File: config.mk
export PLATFORM = sky130hd
export DESIGN_NAME = blkx_xlate
export DESIGN_NICKNAME = d
export VERILOG_FILES = /design/src/rtl/blkx_pkg.sv /design/src/rtl/blkx_regs.sv /design/src/rtl/blkx_match.sv /design/src/rtl/blkx_select.sv /design/src/rtl/blkx_xlate.sv
export SDC_FILE = /design/constraint.sdc
export NUM_CORES = 1
export LEC_CHECK = 0
export BUFFER_PORTS_ARGS = -buffer_cell sky130_fd_sc_hd__buf_2
export CORE_ASPECT_RATIO = 1.25
export CORE_MARGIN = 2
export CORE_UTILIZATION = 35
export DETAILED_ROUTE_END_ITERATION = 10
export GPL_TIMING_DRIVEN = 0
export MAX_ROUTING_LAYER = met4
export PLACE_DENSITY = 0.57
export SLEW_MARGIN = 20
export SYNTH_ARGS = -nofsm -noshare
export SYNTH_HDL_FRONTEND = slang
export SYNTH_SLANG_ARGS = --single-unit
File: constraint.sdc
create_clock -name clk -period 2.75 [get_ports clk]
set_clock_uncertainty 0.15 [all_clocks]
set_input_delay 0.1375 -clock clk [delete_from_list [all_inputs] [get_ports clk]]
set_output_delay 0.1375 -clock clk [all_outputs]
set_load 0.01 [all_outputs]
File: src/rtl/blkx_pkg.sv
`timescale 1ns/1ps
package blkx_pkg;
    localparam int EA_W    = 32;
    localparam int PA_W    = 36;
    localparam int BLK_LSB = 17;
    localparam int BASE_W  = EA_W - BLK_LSB;
    localparam int LEN_W   = 11;
    localparam int ATTR_W  = 4;
    localparam logic [31:0] GRD_MASK = 32'h0000_0008;

    typedef struct packed {
        logic [31:0] up;
        logic [31:0] lo;
    } blkx_pair_t;
endpackage

File: src/rtl/blkx_regs.sv
`timescale 1ns/1ps
module blkx_regs
    import blkx_pkg::*;
#(
    parameter  int N_PER_SIDE = 4,
    localparam int IDX_W      = $clog2(N_PER_SIDE),
    localparam int TOT        = 2 * N_PER_SIDE,
    localparam int SLOT_W     = $clog2(TOT)
) (
    input  logic                   clk,
    input  logic                   rst_n,
    input  logic                   cfg_we,
    input  logic                   cfg_side,
    input  logic [IDX_W-1:0]       cfg_idx,
    input  logic                   cfg_hi,
    input  logic [31:0]            cfg_wdata,
    output blkx_pair_t [TOT-1:0]   ent_o
);
    typedef struct packed {
        blkx_pair_t [TOT-1:0] ent;
    } regs_t;

    regs_t             regs_d, regs_q;
    logic [SLOT_W-1:0] slot;
    logic [LEN_W-1:0]  wr_len;

    assign slot   = cfg_side ? SLOT_W'(N_PER_SIDE) + SLOT_W'(cfg_idx) : SLOT_W'(cfg_idx);
    assign wr_len = cfg_wdata[12:2];

    always_comb begin
        regs_d = regs_q;
        if (cfg_we) begin
            if (cfg_hi) begin
                regs_d.ent[slot].up = cfg_wdata;
            end else begin
                // instruction entries never carry the guarded attribute
                regs_d.ent[slot].lo = cfg_side ? cfg_wdata : (cfg_wdata & ~GRD_MASK);
            end
        end
    end

    always_ff @(posedge clk) begin
        if (!rst_n) regs_q <= '0;
        else        regs_q <= regs_d;
    end

    assign ent_o = regs_q.ent;

    AST_WR_UPPER: assert property (@(posedge clk) disable iff (!rst_n)
        cfg_we && cfg_hi |=> ent_o[$past(slot)].up == $past(cfg_wdata));
    AST_WR_DATA_LOWER: assert property (@(posedge clk) disable iff (!rst_n)
        cfg_we && !cfg_hi && cfg_side |=> ent_o[$past(slot)].lo == $past(cfg_wdata));
    AST_IFETCH_NO_GRD: assert property (@(posedge clk) disable iff (!rst_n)
        cfg_we && !cfg_hi && !cfg_side |=> !ent_o[$past(slot)].lo[3]);
    AST_LEN_THERMO: assert property (@(posedge clk) disable iff (!rst_n)
        cfg_we && cfg_hi |-> (wr_len & (wr_len + LEN_W'(1))) == '0);
endmodule

File: src/rtl/blkx_match.sv
`timescale 1ns/1ps
module blkx_match
    import blkx_pkg::*;
(
    input  blkx_pair_t      ent_i,
    input  logic [EA_W-1:0] ea_i,
    input  logic            super_i,
    output logic            hit_o,
    output logic [PA_W-1:0] pa_o
);
    logic [BASE_W-1:0] pass_msk;
    logic [BASE_W-1:0] diff;
    logic              mode_ok;
    logic              unused_bits;

    assign pass_msk = {{(BASE_W-LEN_W){1'b0}}, ent_i.up[12:2]};
    assign diff     = (ea_i[EA_W-1:BLK_LSB] ^ ent_i.up[31:BLK_LSB]) & ~pass_msk;
    assign mode_ok  = super_i ? ent_i.up[1] : ent_i.up[0];
    assign hit_o    = mode_ok && (diff == '0);

    assign pa_o = {ent_i.lo[11:9], ent_i.lo[2],
                   (ent_i.lo[31:BLK_LSB] & ~pass_msk) | (ea_i[EA_W-1:BLK_LSB] & pass_msk),
                   ea_i[BLK_LSB-1:0]};

    assign unused_bits = ^{ent_i.up[16:13], ent_i.lo[16:12], ent_i.lo[8:3], ent_i.lo[1:0]};
endmodule

File: src/rtl/blkx_select.sv
`timescale 1ns/1ps
module blkx_select
    import blkx_pkg::*;
#(
    parameter int N = 4
) (
    input  logic                       clk,
    input  logic                       rst_n,
    input  logic [N-1:0]               hit_i,
    input  logic [N-1:0][PA_W-1:0]     pa_i,
    input  logic [N-1:0][31:0]         lo_i,
    output logic                       hit_o,
    output logic [PA_W-1:0]            pa_o,
    output logic [31:0]                lo_o
);
    always_comb begin
        hit_o = 1'b0;
        pa_o  = '0;
        lo_o  = '0;
        for (int i = N - 1; i >= 0; i--) begin
            if (hit_i[i]) begin
                hit_o = 1'b1;
                pa_o  = pa_i[i];
                lo_o  = lo_i[i];
            end
        end
    end

    AST_LOWEST_WINS: assert property (@(posedge clk) disable iff (!rst_n)
        hit_i[0] |-> (pa_o == pa_i[0]) && (lo_o == lo_i[0]));
endmodule

File: src/rtl/blkx_xlate.sv
`timescale 1ns/1ps
module blkx_xlate
    import blkx_pkg::*;
#(
    parameter  int N_PER_SIDE = 4,
    localparam int IDX_W      = $clog2(N_PER_SIDE)
) (
    input  logic              clk,
    input  logic              rst_n,
    input  logic              cfg_we,
    input  logic              cfg_side,
    input  logic [IDX_W-1:0]  cfg_idx,
    input  logic              cfg_hi,
    input  logic [31:0]       cfg_wdata,
    input  logic              lk_side,
    input  logic              lk_super,
    input  logic              lk_write,
    input  logic [EA_W-1:0]   lk_ea,
    output logic              lk_hit,
    output logic [PA_W-1:0]   lk_pa,
    output logic [ATTR_W-1:0] lk_attr,
    output logic              lk_viol
);
    localparam int TOT = 2 * N_PER_SIDE;

    blkx_pair_t [TOT-1:0]              ent;
    logic       [N_PER_SIDE-1:0]       hit_v;
    logic       [N_PER_SIDE-1:0][PA_W-1:0] pa_v;
    logic       [N_PER_SIDE-1:0][31:0] lo_v;
    logic       [31:0]                 lo_sel;
    logic       [1:0]                  pp_sel;
    logic                              unused_lo;

    blkx_regs #(.N_PER_SIDE(N_PER_SIDE)) regs_i (
        .clk(clk), .rst_n(rst_n), .cfg_we(cfg_we), .cfg_side(cfg_side),
        .cfg_idx(cfg_idx), .cfg_hi(cfg_hi), .cfg_wdata(cfg_wdata), .ent_o(ent)
    );

    for (genvar g = 0; g < N_PER_SIDE; g++) begin : g_ent
        blkx_pair_t cand;
        assign cand    = lk_side ? ent[N_PER_SIDE + g] : ent[g];
        assign lo_v[g] = cand.lo;
        blkx_match match_i (
            .ent_i(cand), .ea_i(lk_ea), .super_i(lk_super),
            .hit_o(hit_v[g]), .pa_o(pa_v[g])
        );
    end

    blkx_select #(.N(N_PER_SIDE)) sel_i (
        .clk(clk), .rst_n(rst_n), .hit_i(hit_v), .pa_i(pa_v), .lo_i(lo_v),
        .hit_o(lk_hit), .pa_o(lk_pa), .lo_o(lo_sel)
    );

    assign pp_sel  = lo_sel[1:0];
    assign lk_attr = lo_sel[6:3];
    assign lk_viol = lk_hit && ((pp_sel == 2'b00) || (lk_write && (pp_sel != 2'b10)));

    assign unused_lo = ^{lo_sel[31:7], lo_sel[2]};

    AST_RST_CLEAR: assert property (@(posedge clk) disable iff (!rst_n)
        !$past(rst_n) |-> !lk_hit);
    AST_PA_LOW: assert property (@(posedge clk) disable iff (!rst_n)
        lk_hit |-> lk_pa[BLK_LSB-1:0] == lk_ea[BLK_LSB-1:0]);
    AST_READ_OK: assert property (@(posedge clk) disable iff (!rst_n)
        lk_hit && !lk_write && (pp_sel != 2'b00) |-> !lk_viol);
    AST_MISS_QUIET: assert property (@(posedge clk) disable iff (!rst_n)
        !lk_hit |-> (lk_pa == '0) && (lk_attr == '0) && !lk_viol);
endmodule

# ---- Yosys cells after proc, flatten, opt, wreduce, memory -nomap -nowiden
# Index checks and enable logic that the tools add are counted.
dict set report classes {
  addsub 1
  order_cmp 2
  eq_ne 1
  muxes 29
  bitwise 24
  reduce_logical 13
}
# operator count
set ops {}
lappend ops {{512-bit bitwise mux} 2}
lappend ops {{512-bit two-way mux} 1}
lappend ops {{64-bit demux with 3-bit select} 2}
lappend ops {{64-bit two-way mux} 5}
lappend ops {{36-bit two-way mux} 4}
lappend ops {{15-bit AND} 8}
lappend ops {{15-bit by 11-bit AND with 15-bit output} 4}
lappend ops {{15-bit zero test} 4}
lappend ops {{11-bit NOT with 15-bit output} 4}
lappend ops {{15-bit OR} 4}
lappend ops {{15-bit XOR} 4}
lappend ops {{32-bit two-way mux} 1}
lappend ops {{7-bit two-way mux} 4}
lappend ops {{1-bit two-way mux} 8}
lappend ops {{1-bit logical AND} 7}
lappend ops {{3-bit by 4-bit less-than comparator with 1-bit output, second input constant} 1}
lappend ops {{4-bit two-way mux} 1}
lappend ops {{3-bit by 2-bit adder with 3-bit output, first input constant} 1}
lappend ops {{3-bit by 1-bit >= comparator with 1-bit output, second input constant} 1}
lappend ops {{3-bit two-way mux} 1}
lappend ops {{2-bit zero test} 1}
lappend ops {{2-bit != test, second input constant} 1}
lappend ops {{1-bit logical OR} 1}
dict set report word_totals {
  reg_bits 512
  in_bits 74
  output_inout_bits 42
  elab_cells 86
}

# ---- Longest topological paths before layout
# Gate-level depths: netlist (run 1).
dict set report logic_depth {
  depth_word 13
  mapped_depth 12
  ltp_nobuf 8
}

# ---- Hierarchy
# From an unflattened synthesis (run 1), not the netlist that was laid out.
dict set report hier_totals {
  hier_cells 2520
  hier_area_um2 25089.1
}
# module n_inst cells_each area_each_um2 seq_area_each_um2
set modules_own_cells {}
lappend modules_own_cells {blkx_regs 1 1736 18222.5 10249.8}
lappend modules_own_cells {blkx_xlate 1 287 3205.6 0.0}
lappend modules_own_cells {blkx_match 4 62 518.0 0.0}
lappend modules_own_cells {blkx_select 1 249 1589.0 0.0}

# ---- Worst setup path before layout (run 1)
# Ideal clock, no wire load.
dict set report synth_path {
  path_kind {input to output}
  startpoint {input port lk_ea[23]}
  endpoint {output port lk_viol}
  t_arrival_ps 2219
  required_ps 2463
  setup_slack_ps 243
  cell_stages 8
  path_buffers 1
  cell_sequence {buf_2 -> xnor2_1 -> o22ai_1 -> or4_1 -> a21oi_1 -> nand2_1 -> o31a_1 -> a311oi_1}
}
dict set report synth_via {
  elab_chain_cells 12
  word_cells_on_any_way 29
  cone_classes {1 x eq/ne; 8 x mux; 8 x bitwise; 12 x reduce/logical}
}
# element line
set synth_lines {}
lappend synth_lines {{start: declaration} blkx_xlate.sv:18} ;# input logic [EA_W-1:0] lk_ea,
lappend synth_lines {{15-bit XOR} blkx_match.sv:17} ;# assign diff = (ea_i[EA_W-1:BLK_LSB] ^ ent_i.up[31:BLK_LSB]) & ~pass_msk;
lappend synth_lines {{15-bit AND} blkx_match.sv:17}
lappend synth_lines {{15-bit zero test} blkx_match.sv:19} ;# assign hit_o = mode_ok && (diff == '0);
lappend synth_lines {{1-bit logical AND} blkx_match.sv:19}
lappend synth_lines {{7-bit two-way mux (4 in a row)} blkx_select.sv:21} ;# if (hit_i[i]) begin
lappend synth_lines {{2-bit != test} blkx_xlate.sv:56} ;# assign lk_viol = lk_hit && ((pp_sel == 2'b00) || (lk_write && (pp_sel != 2'b10)));
lappend synth_lines {{1-bit logical AND} blkx_xlate.sv:56}
lappend synth_lines {{1-bit logical OR} blkx_xlate.sv:56}
lappend synth_lines {{1-bit logical AND *} blkx_xlate.sv:56}
lappend synth_lines {{end: declaration} blkx_xlate.sv:22} ;# output logic lk_viol
# Mark *: on every way between the ends. The rest lies on a longest branch, timed or not.

# ---- Final worst setup path (run 1)
dict set report layout_path {
  startpoint {register regs_i.regs_q[445] (netlist: regs_i.ent_o[445])}
  endpoint {output port lk_pa[20]}
}
dict set report layout_via {
  elab_chain_cells 8
}
# element line
set layout_lines {}
lappend layout_lines {{start: declaration} blkx_regs.sv:23} ;# regs_t regs_d, regs_q;
lappend layout_lines {{start signal: assignment} blkx_regs.sv:44} ;# else regs_q <= regs_d;
lappend layout_lines {{64-bit two-way mux} blkx_xlate.sv:41} ;# assign cand = lk_side ? ent[N_PER_SIDE + g] : ent[g];
lappend layout_lines {{15-bit XOR} blkx_match.sv:17}
lappend layout_lines {{15-bit AND} blkx_match.sv:17}
lappend layout_lines {{15-bit zero test} blkx_match.sv:19}
lappend layout_lines {{1-bit logical AND} blkx_match.sv:19}
lappend layout_lines {{36-bit two-way mux (3 in a row)} blkx_select.sv:21}
lappend layout_lines {{end: declaration} blkx_xlate.sv:20} ;# output logic [PA_W-1:0] lk_pa,
# Every way passes these cells.

==> Flow_metrics.wiki, run 1 <==
{| class="wikitable"
! Metric !! Value
|-
| CTS tree || built
|-
| Maximum number of pins on one net before global-route repair || 15
|-
| Drt total wl || between 90 and 100 mm
|-
| Slowest Stage Delay on Critical Path || 0.41 ns
|-
| Final setup violating endpoints || between 40 and 50
|-
| Remaining antenna violation count || 0
|-
| Pwr per Cell Area || 563 mW/mm^2
|-
| Final weighted congestion in routability-driven placement || 0.993
|-
| Category of the most critical setup path || reg -> out
|-
| Top cell type by total area after synthesis || sky130_fd_sc_hd__dfxtp_1
|-
| Transition at the pin with the smallest max-transition slack || around 1.3 ns
|-
| Die outline width || 220 um
|-
| Share of synthesized flip-flops with an asynchronous set or reset || 0%
|-
| Leakage power of the design || 8.00 nW
|-
| Max-slew headroom || 15.0%
|-
| Number of synthesized flops with an enable pin || 0
|-
| # clock sinks || 424
|-
| Height of the die || 274 um
|-
| Number of DRC markers after the initial detailed-route iteration || 1674
|-
| Setup slack, reg-to-reg || 1.78 ns
|-
| Cells along the critical path || mux2i_1 -> xnor2_1 -> nor4_2 -> nand4_1 -> buf_6 -> or2_4 -> buf_8 -> clkbuf_8 -> o221ai_4 -> a22o_1 -> buf_2
|-
| Worst min-delay path category || in -> reg
|-
| Final core area utilization || 42.6%
|-
| Clock-pin slew on the worst setup and hold paths || about 0.070 ns
|-
| Setup TNS Final || -27.37 ns
|-
| Average footprint of a synthesized cell || 8.05 sq um
|-
| Critical path fanouts, max || 10
|-
| Fin crit period || roughly 3.6 ns
|-
| Yosys synthesis warning count || 0
|-
| Sum of internal, switching and leakage power || approximately 14 mW
|-
| Synthesis-stage register bit count || ~420
|-
| Global-route wire length before repair || 127 mm
|-
| Number of antenna violations at the first check in global routing || 4
|-
| Area of the die || 0.0602 sq mm
|-
| Startpoint of the worst setup timing path || regs_i.ent_o[445]
|-
| Initial cell density of the core || 35.5%
|-
| Worst Path Required || 2.46 ns
|-
| Buf+Inv Stages, Crit Path || 4
|-
| Worst Hold Slack || 0.0345 ns
|-
| Fraction of final layout cells sized beyond drive strength 1 || 11.8%
|-
| Overflow after GRT || 0
|-
| Fraction of post-synthesis cell area in the top cell type by area || 41.7%
|-
| Detailed placement HPWL || 66.7 mm
|-
| Worst IR Drop VDD || between 0.4 and 0.5 mV
|-
| Syn nets || 2604
|-
| Fill cell instance count of the final layout || 5797
|-
| Root cell of the clock tree || sky130_fd_sc_hd__clkbuf_16
|-
| Worst Path Arrival || 3.27 ns
|-
| Number of search-and-repair iterations in the first detailed-routing pass || 5
|-
| Tot GR Track Use || between 30% and 40%
|-
| Number of primary I/O pins || 116
|-
| Crit path setup slack, layout || -0.810 ns
|-
| TritonCTS Buffers || 44
|-
| Flip-flop count of the largest register, all copies and words added || ~420
|-
| Area grow syn2layout || 20.1%
|-
| Max_cap viols || 0
|-
| Ys flop type || sky130_fd_sc_hd__dfxtp_1
|-
| Post-synthesis instance total || roughly 2500
|-
| Number of library cell types mapped by synthesis || 60
|-
| Final Cycle Share || 129%
|-
| Worst-skew pair later-pin latency || ~0.58 ns
|-
| CP top delay family || simple AND/OR/NAND/NOR gates
|-
| Worst hold path depth || 3
|-
| Worst reg-to-reg path cell count || 2
|-
| Core region area || 0.0574 sq mm
|-
| Number of hold violations in the final report || 0
|-
| Via total after detailed routing || around 19000
|-
| Number of cells in the finished layout apart from fillers || 3480
|-
| Hold path startpoint || cfg_wdata[9]
|-
| Violated checks || negative setup slack
|-
| Area after DPL || 0.0217 sq mm
|-
| Ranking of synthesized cells by area || sky130_fd_sc_hd__dfxtp_1, sky130_fd_sc_hd__nand2_1, sky130_fd_sc_hd__a21boi_0
|-
| Site Rows || 98
|-
| Number of levels in the clock H-tree || 2
|-
| Total Nets Final || 2768
|-
| Netlist area before placement || 0.0204 sq mm
|-
| Reg-to-Reg Start || regs_i.ent_o[228]
|-
| FF-to-FF End || regs_i.ent_o[228]
|-
| Final routed wire length divided by cell count || 26.1 um
|-
| Instance count after placement with tap cells included || ~3300
|-
| Nature of the critical path endpoint || output port
|-
| Launching element type of the critical path || flip-flop
|-
| Area of all placed cells without fillers || 0.0245 sq mm
|-
| Number of pins with negative max-slew slack in the final report || 0
|-
| Max frequency || 281 MHz
|-
| Number of global-route vias before repair || 18400
|-
| Outcome || finished with violations
|-
| Sequential fraction of the synthesis area || 41.7%
|-
| Hold Path End || regs_i.ent_o[489]
|-
| Library cell contributing the largest single delay on the critical path || sky130_fd_sc_hd__nor4_2
|-
| Count of input and output buffers || 69
|-
| RSZ-0062 raised after global routing || yes
|-
| Vias per Instance || 5.48
|-
| Drc violations || 0
|-
| Worst slack at placement || -1.50 ns
|-
| Buffer depth of the longest clock path || 3
|}
-- power breakdown --
group	switching [mW]	leakage [nW]	internal, mW
clock	2.66	0.721	3.59
combinational	0.883	3.86	0.379
sequential	0.0564	3.42	6.22
-- cell usage after synthesis (2+ instances only) --
cell and instances:
sky130_fd_sc_hd__or3_1 2, sky130_fd_sc_hd__buf_2 36, sky130_fd_sc_hd__nand2b_1 3, sky130_fd_sc_hd__nor4_1 2
sky130_fd_sc_hd__a211o_1 2, sky130_fd_sc_hd__clkbuf_1 184, sky130_fd_sc_hd__a22o_1 9, sky130_fd_sc_hd__o22ai_1 27
sky130_fd_sc_hd__o2bb2ai_1 13, sky130_fd_sc_hd__nand3_1 9, sky130_fd_sc_hd__o211ai_1 2, sky130_fd_sc_hd__dfxtp_1 424
sky130_fd_sc_hd__mux4_2 2, sky130_fd_sc_hd__o31a_1 2, sky130_fd_sc_hd__nor3_1 14, sky130_fd_sc_hd__xnor2_1 93
sky130_fd_sc_hd__o21ai_0 13, sky130_fd_sc_hd__a21boi_1 3, sky130_fd_sc_hd__a31oi_1 14, sky130_fd_sc_hd__a311oi_1 2
sky130_fd_sc_hd__buf_6 4, sky130_fd_sc_hd__a21oi_1 43, sky130_fd_sc_hd__xor2_1 12, sky130_fd_sc_hd__clkbuf_2 3
sky130_fd_sc_hd__nand2_1 880, sky130_fd_sc_hd__o221ai_1 25, sky130_fd_sc_hd__mux2_2 26, sky130_fd_sc_hd__and3_1 5
sky130_fd_sc_hd__inv_1 5, sky130_fd_sc_hd__mux2i_1 123, sky130_fd_sc_hd__nor2b_1 34, sky130_fd_sc_hd__nor2_1 48
sky130_fd_sc_hd__a21boi_0 417, sky130_fd_sc_hd__buf_1 4, sky130_fd_sc_hd__o31ai_1 2, sky130_fd_sc_hd__a211oi_1 16
sky130_fd_sc_hd__o32ai_1 3, sky130_fd_sc_hd__nand4_1 2
-- kinds of logic after synthesis --
kind of cell              share of synthesized area [%]
AOI/OAI and AO/OA                                  21.7
buffers and inverters                              4.79
and+or+nand+nor                                    19.6
xor gates and xnor gates                           4.51
muxes                                              7.76
DFF                                                41.7
-- layout by cell type (no fill, tap or decap), types with 5 or more instances in the layout --
cell                              n
sky130_fd_sc_hd__a211oi_1        15
sky130_fd_sc_hd__a21boi_0       417
sky130_fd_sc_hd__a21oi_1         41
sky130_fd_sc_hd__a22o_1           7
sky130_fd_sc_hd__a31oi_1         13
sky130_fd_sc_hd__and3_1           5
sky130_fd_sc_hd__buf_2           92
sky130_fd_sc_hd__buf_4           16
sky130_fd_sc_hd__buf_6           22
sky130_fd_sc_hd__clkbuf_1       177
sky130_fd_sc_hd__clkbuf_16       45
sky130_fd_sc_hd__clkbuf_2        15
sky130_fd_sc_hd__clkbuf_8        11
sky130_fd_sc_hd__clkinv_2        10
sky130_fd_sc_hd__dfxtp_1        420
sky130_fd_sc_hd__dlygate4sd3_1   24
sky130_fd_sc_hd__inv_1            5
sky130_fd_sc_hd__mux2_2          24
sky130_fd_sc_hd__mux2i_1        123
sky130_fd_sc_hd__nand2_1        878
sky130_fd_sc_hd__nand3_1          9
sky130_fd_sc_hd__nor2_1          46
sky130_fd_sc_hd__nor2b_1         31
sky130_fd_sc_hd__nor3_1          14
sky130_fd_sc_hd__o21ai_0         12
sky130_fd_sc_hd__o221ai_4        21
sky130_fd_sc_hd__o22ai_1         26
sky130_fd_sc_hd__o2bb2ai_1        7
sky130_fd_sc_hd__xnor2_1         86
sky130_fd_sc_hd__xnor2_2          7
sky130_fd_sc_hd__xor2_1          12
-- final cells by class --
| type | count | area [sq um] | share of cell area (%) |
|---|---|---|---|
| diodes | 4 | 10.0 | 0.0409 |
| well taps | 750 | 938 | 3.83 |
| clock inverters | 14 | 170 | 0.695 |
| inverters | 6 | 22.5 | 0.0920 |
| multi-input cells | 1868 | 11600 | 47.4 |
| plain buffers | 231 | 1060 | 4.35 |
| clock buffers | 64 | 1280 | 5.22 |
| flip-flops and latches | 424 | 8490 | 34.7 |
| repair buffers | 119 | 907 | 3.71 |
-- worst max path at each step --
stage	cells after the start	to	slack, ns
final	11	lk_pa[20]	-0.81
after CTS	12	lk_pa[22]	-0.78
after global placement	12	lk_pa[20]	-1.58
after global routing	11	lk_viol	-0.85
after detailed placement	12	lk_pa[27]	-1.50
after floorplan	8	lk_viol	0.24
-- worst register-to-register path, stage by stage, from the launching register on --
cell and delay [ns]:
sky130_fd_sc_hd__dfxtp_1 0.48, sky130_fd_sc_hd__nand2_1 0.07, sky130_fd_sc_hd__a21boi_0 0.19
-- layer usage --
metal  GRT usage [%]  vias up  wire, um  share of wire [%]
li1                -     8758         -                  -
met3            3.74      276      5210                5.7
met1            33.7     9234     34400                 38
met4            22.9        0      7570                8.3
met5               -        -         0                  0
met2            49.9      817     43600                 48
-- timing repair --
item / 4_1_cts / 5_1_grt
hold buffers: 24 / 0
hold endpoints to repair: 131 / 0
buffers inserted: 16 / 9
endpoints found under the setup margin: 42 / 42
gates cloned: 2 / 0
pin swaps: 30 / 23
resized for setup: 120 / 46
(Power assumes the default switching activity.)
==> inputs of run 2 (changes only) <==
- SETUP_SLACK_MARGIN: default -> 0.4
==> run 2 against run 1 <==
The flow still finishes with violations (negative setup slack); clock power rose by 1%; worst hold slack got worse by 0.013 ns; maximum frequency rose by 0.15%; final area rose by 1.8%; combinational power barely moved; first-iteration DRC count rose by 8.6%; non-clock buffer count rose by 8; critical endpoint is now lk_pa[23].
==> Flow_metrics.wiki, run 2 (synthesis results as in run 1) <==
{| class="wikitable"
! Metric !! Value
|-
| Worst Path Required || 2.46 ns
|-
| CTS tree || built
|-
| Total Nets Final || 2778
|-
| Root cell of the clock tree || sky130_fd_sc_hd__clkbuf_16
|-
| Max_cap viols || 0
|-
| Via total after detailed routing || approximately 19000
|-
| Crit path setup slack, layout || -0.805 ns
|-
| Outcome || finished with violations
|-
| Count of input and output buffers || 69
|-
| Critical path fanouts, max || 5
|-
| Final weighted congestion in routability-driven placement || 0.966
|-
| Worst Hold Slack || 0.0210 ns
|-
| Cells along the critical path || xor2_1 -> a222oi_1 -> o2bb2ai_2 -> o2111a_2 -> buf_8 -> buf_4 -> buf_6 -> clkbuf_16 -> a22o_1 -> buf_2
|-
| Number of hold violations in the final report || 0
|-
| Remaining antenna violation count || 0
|-
| Die outline width || 220 um
|-
| Initial cell density of the core || 35.5%
|-
| Category of the most critical setup path || reg -> out
|-
| Slowest Stage Delay on Critical Path || approximately 0.77 ns
|-
| Max-slew headroom || between 20% and 30%
|-
| Max frequency || 281 MHz
|-
| Launching element type of the critical path || flip-flop
|-
| Clock-pin slew on the worst setup and hold paths || 0.06 ns
|-
| Transition at the pin with the smallest max-transition slack || roughly 1.2 ns
|-
| Site Rows || 98
|-
| Number of levels in the clock H-tree || 2
|-
| # clock sinks || 424
|-
| Most common cell after layout, fill and taps aside || sky130_fd_sc_hd__nand2_1
|-
| Instance count after placement with tap cells included || about 3300
|-
| RSZ-0062 raised after global routing || yes
|-
| Number of search-and-repair iterations in the first detailed-routing pass || 5
|-
| Area of all placed cells without fillers || approximately 0.025 sq mm
|-
| Number of global-route vias before repair || 18900
|-
| Library cell contributing the largest single delay on the critical path || sky130_fd_sc_hd__a222oi_1
|-
| Worst IR Drop VDD || 0.500 mV
|-
| Final setup violating endpoints || 42
|-
| Worst min-delay path category || in -> reg
|-
| Final Cycle Share || 129%
|-
| Leakage power of the design || 8.21 nW
|-
| Violated checks || negative setup slack
|-
| Number of primary I/O pins || 116
|-
| Final routed wire length divided by cell count || 26.9 um
|-
| Pwr per Cell Area || 557 mW/mm^2
|-
| Height of the die || approximately 270 um
|-
| Flip-flop count of the largest register, all copies and words added || 424
|-
| Core region area || 0.0574 sq mm
|-
| Number of pins with negative max-slew slack in the final report || 0
|-
| Area grow syn2layout || 22.2%
|-
| Number of antenna violations at the first check in global routing || 4
|-
| Nature of the critical path endpoint || output port
|-
| Number of DRC markers after the initial detailed-route iteration || 1818
|-
| Detailed placement HPWL || 68.6 mm
|-
| Worst-skew pair later-pin latency || 0.60 ns
|-
| Overflow after GRT || 0
|-
| Global-route wire length before repair || ~130 mm
|-
| Area after DPL || 0.0217 sq mm
|-
| Drc violations || 0
|-
| Number of cells in the finished layout apart from fillers || 3493
|-
| Drt total wl || about 94 mm
|-
| Area of the die || 0.0602 sq mm
|-
| Vias per Instance || roughly 5.5
|-
| Worst Path Arrival || 3.27 ns
|-
| Fin crit period || 3.55 ns
|-
| Fill cell instance count of the final layout || approximately 5800
|-
| Fraction of final layout cells sized beyond drive strength 1 || 13.1%
|-
| TritonCTS Buffers || 45
|-
| Maximum number of pins on one net before global-route repair || 14
|-
| Buffer depth of the longest clock path || 3
|-
| Leading cell types in the layout, fill and taps excluded || sky130_fd_sc_hd__nand2_1, sky130_fd_sc_hd__dfxtp_1, sky130_fd_sc_hd__a21boi_0
|-
| Tot GR Track Use || a little under a third
|}
-- run 2: critical path, delay by kind of cell, from the launching register on --
kind            cells  cell delay (ns)
xor+xnor            1             0.15
compound gates      4             1.49
buf+inv             5             0.69
flops               1             0.33
-- run 2: final cells by class --
type / count / area, sq um / area share [%]
multi-input combinational: 1869 / 11700 / 46.9
sequential: 424 / 8490 / 34.1
buffer: 232 / 1170 / 4.68
inverter: 6 / 22.5 / 0.0904
antenna: 6 / 15.0 / 0.0603
tap: 750 / 938 / 3.77
clock inverter: 7 / 42.5 / 0.171
clock buffer: 73 / 1450 / 5.84
timing repair buffer: 126 / 1100 / 4.41
-- run 2: worst paths after layout --
path | end | from | cells after the start | slack [ns]
min reg2reg | regs_i.ent_o[17] | regs_i.ent_o[17] | 2 | 0.31
min | regs_i.ent_o[31] | cfg_wdata[31] | 3 | 0.02
max | lk_pa[23] | regs_i.ent_o[314] | 10 | -0.80
max reg2reg | regs_i.ent_o[228] | regs_i.ent_o[228] | 2 | 1.75
-- run 2: report_power, final --
group	switching [mW]	internal [mW]	total, mW
logic	0.900	0.381	1.28
clock network	2.71	3.60	6.31
registers	0.0571	6.22	6.28
-- run 2: through the flow --
step / TNS [ns] / utilization, % / worst slack (ns) / power, mW
after CTS: -27.87 / 43.0 / -0.793 / 13.8
after global routing: -31.14 / 43.4 / -0.881 / 14.1
after detailed placement: -44.64 / 37.8 / -1.51 / 7.60
final: -28.80 / 43.4 / -0.805 / 13.9
after global placement: -44.51 / 37.8 / -1.53 / 7.59
after floorplan: 0 / - / 0.371 / 7.04
-- run 2: per-layer routing --
layer / vias to the layer above / share of wire (%) / global-route usage [%] / wire (um)
met3: 330 / 5.7 / 4.23 / 5380
met4: 0 / 9.1 / 23.8 / 8560
li1: 8779 / - / - / -
met5: - / 0 / - / 0
met2: 887 / 48 / 52.1 / 45000
met1: 9314 / 37 / 34.7 / 35100
-- run 2: repair_timing --
action | 4_1_cts | 5_1_grt
buffers inserted | 20 | 5
endpoints found under the setup margin | 42 | 42
pin swaps | 32 | 8
hold buffers | 23 | 0
gates cloned | 10 | 0
endpoints found under the hold margin | 133 | 0
gates resized for setup | 161 | 30
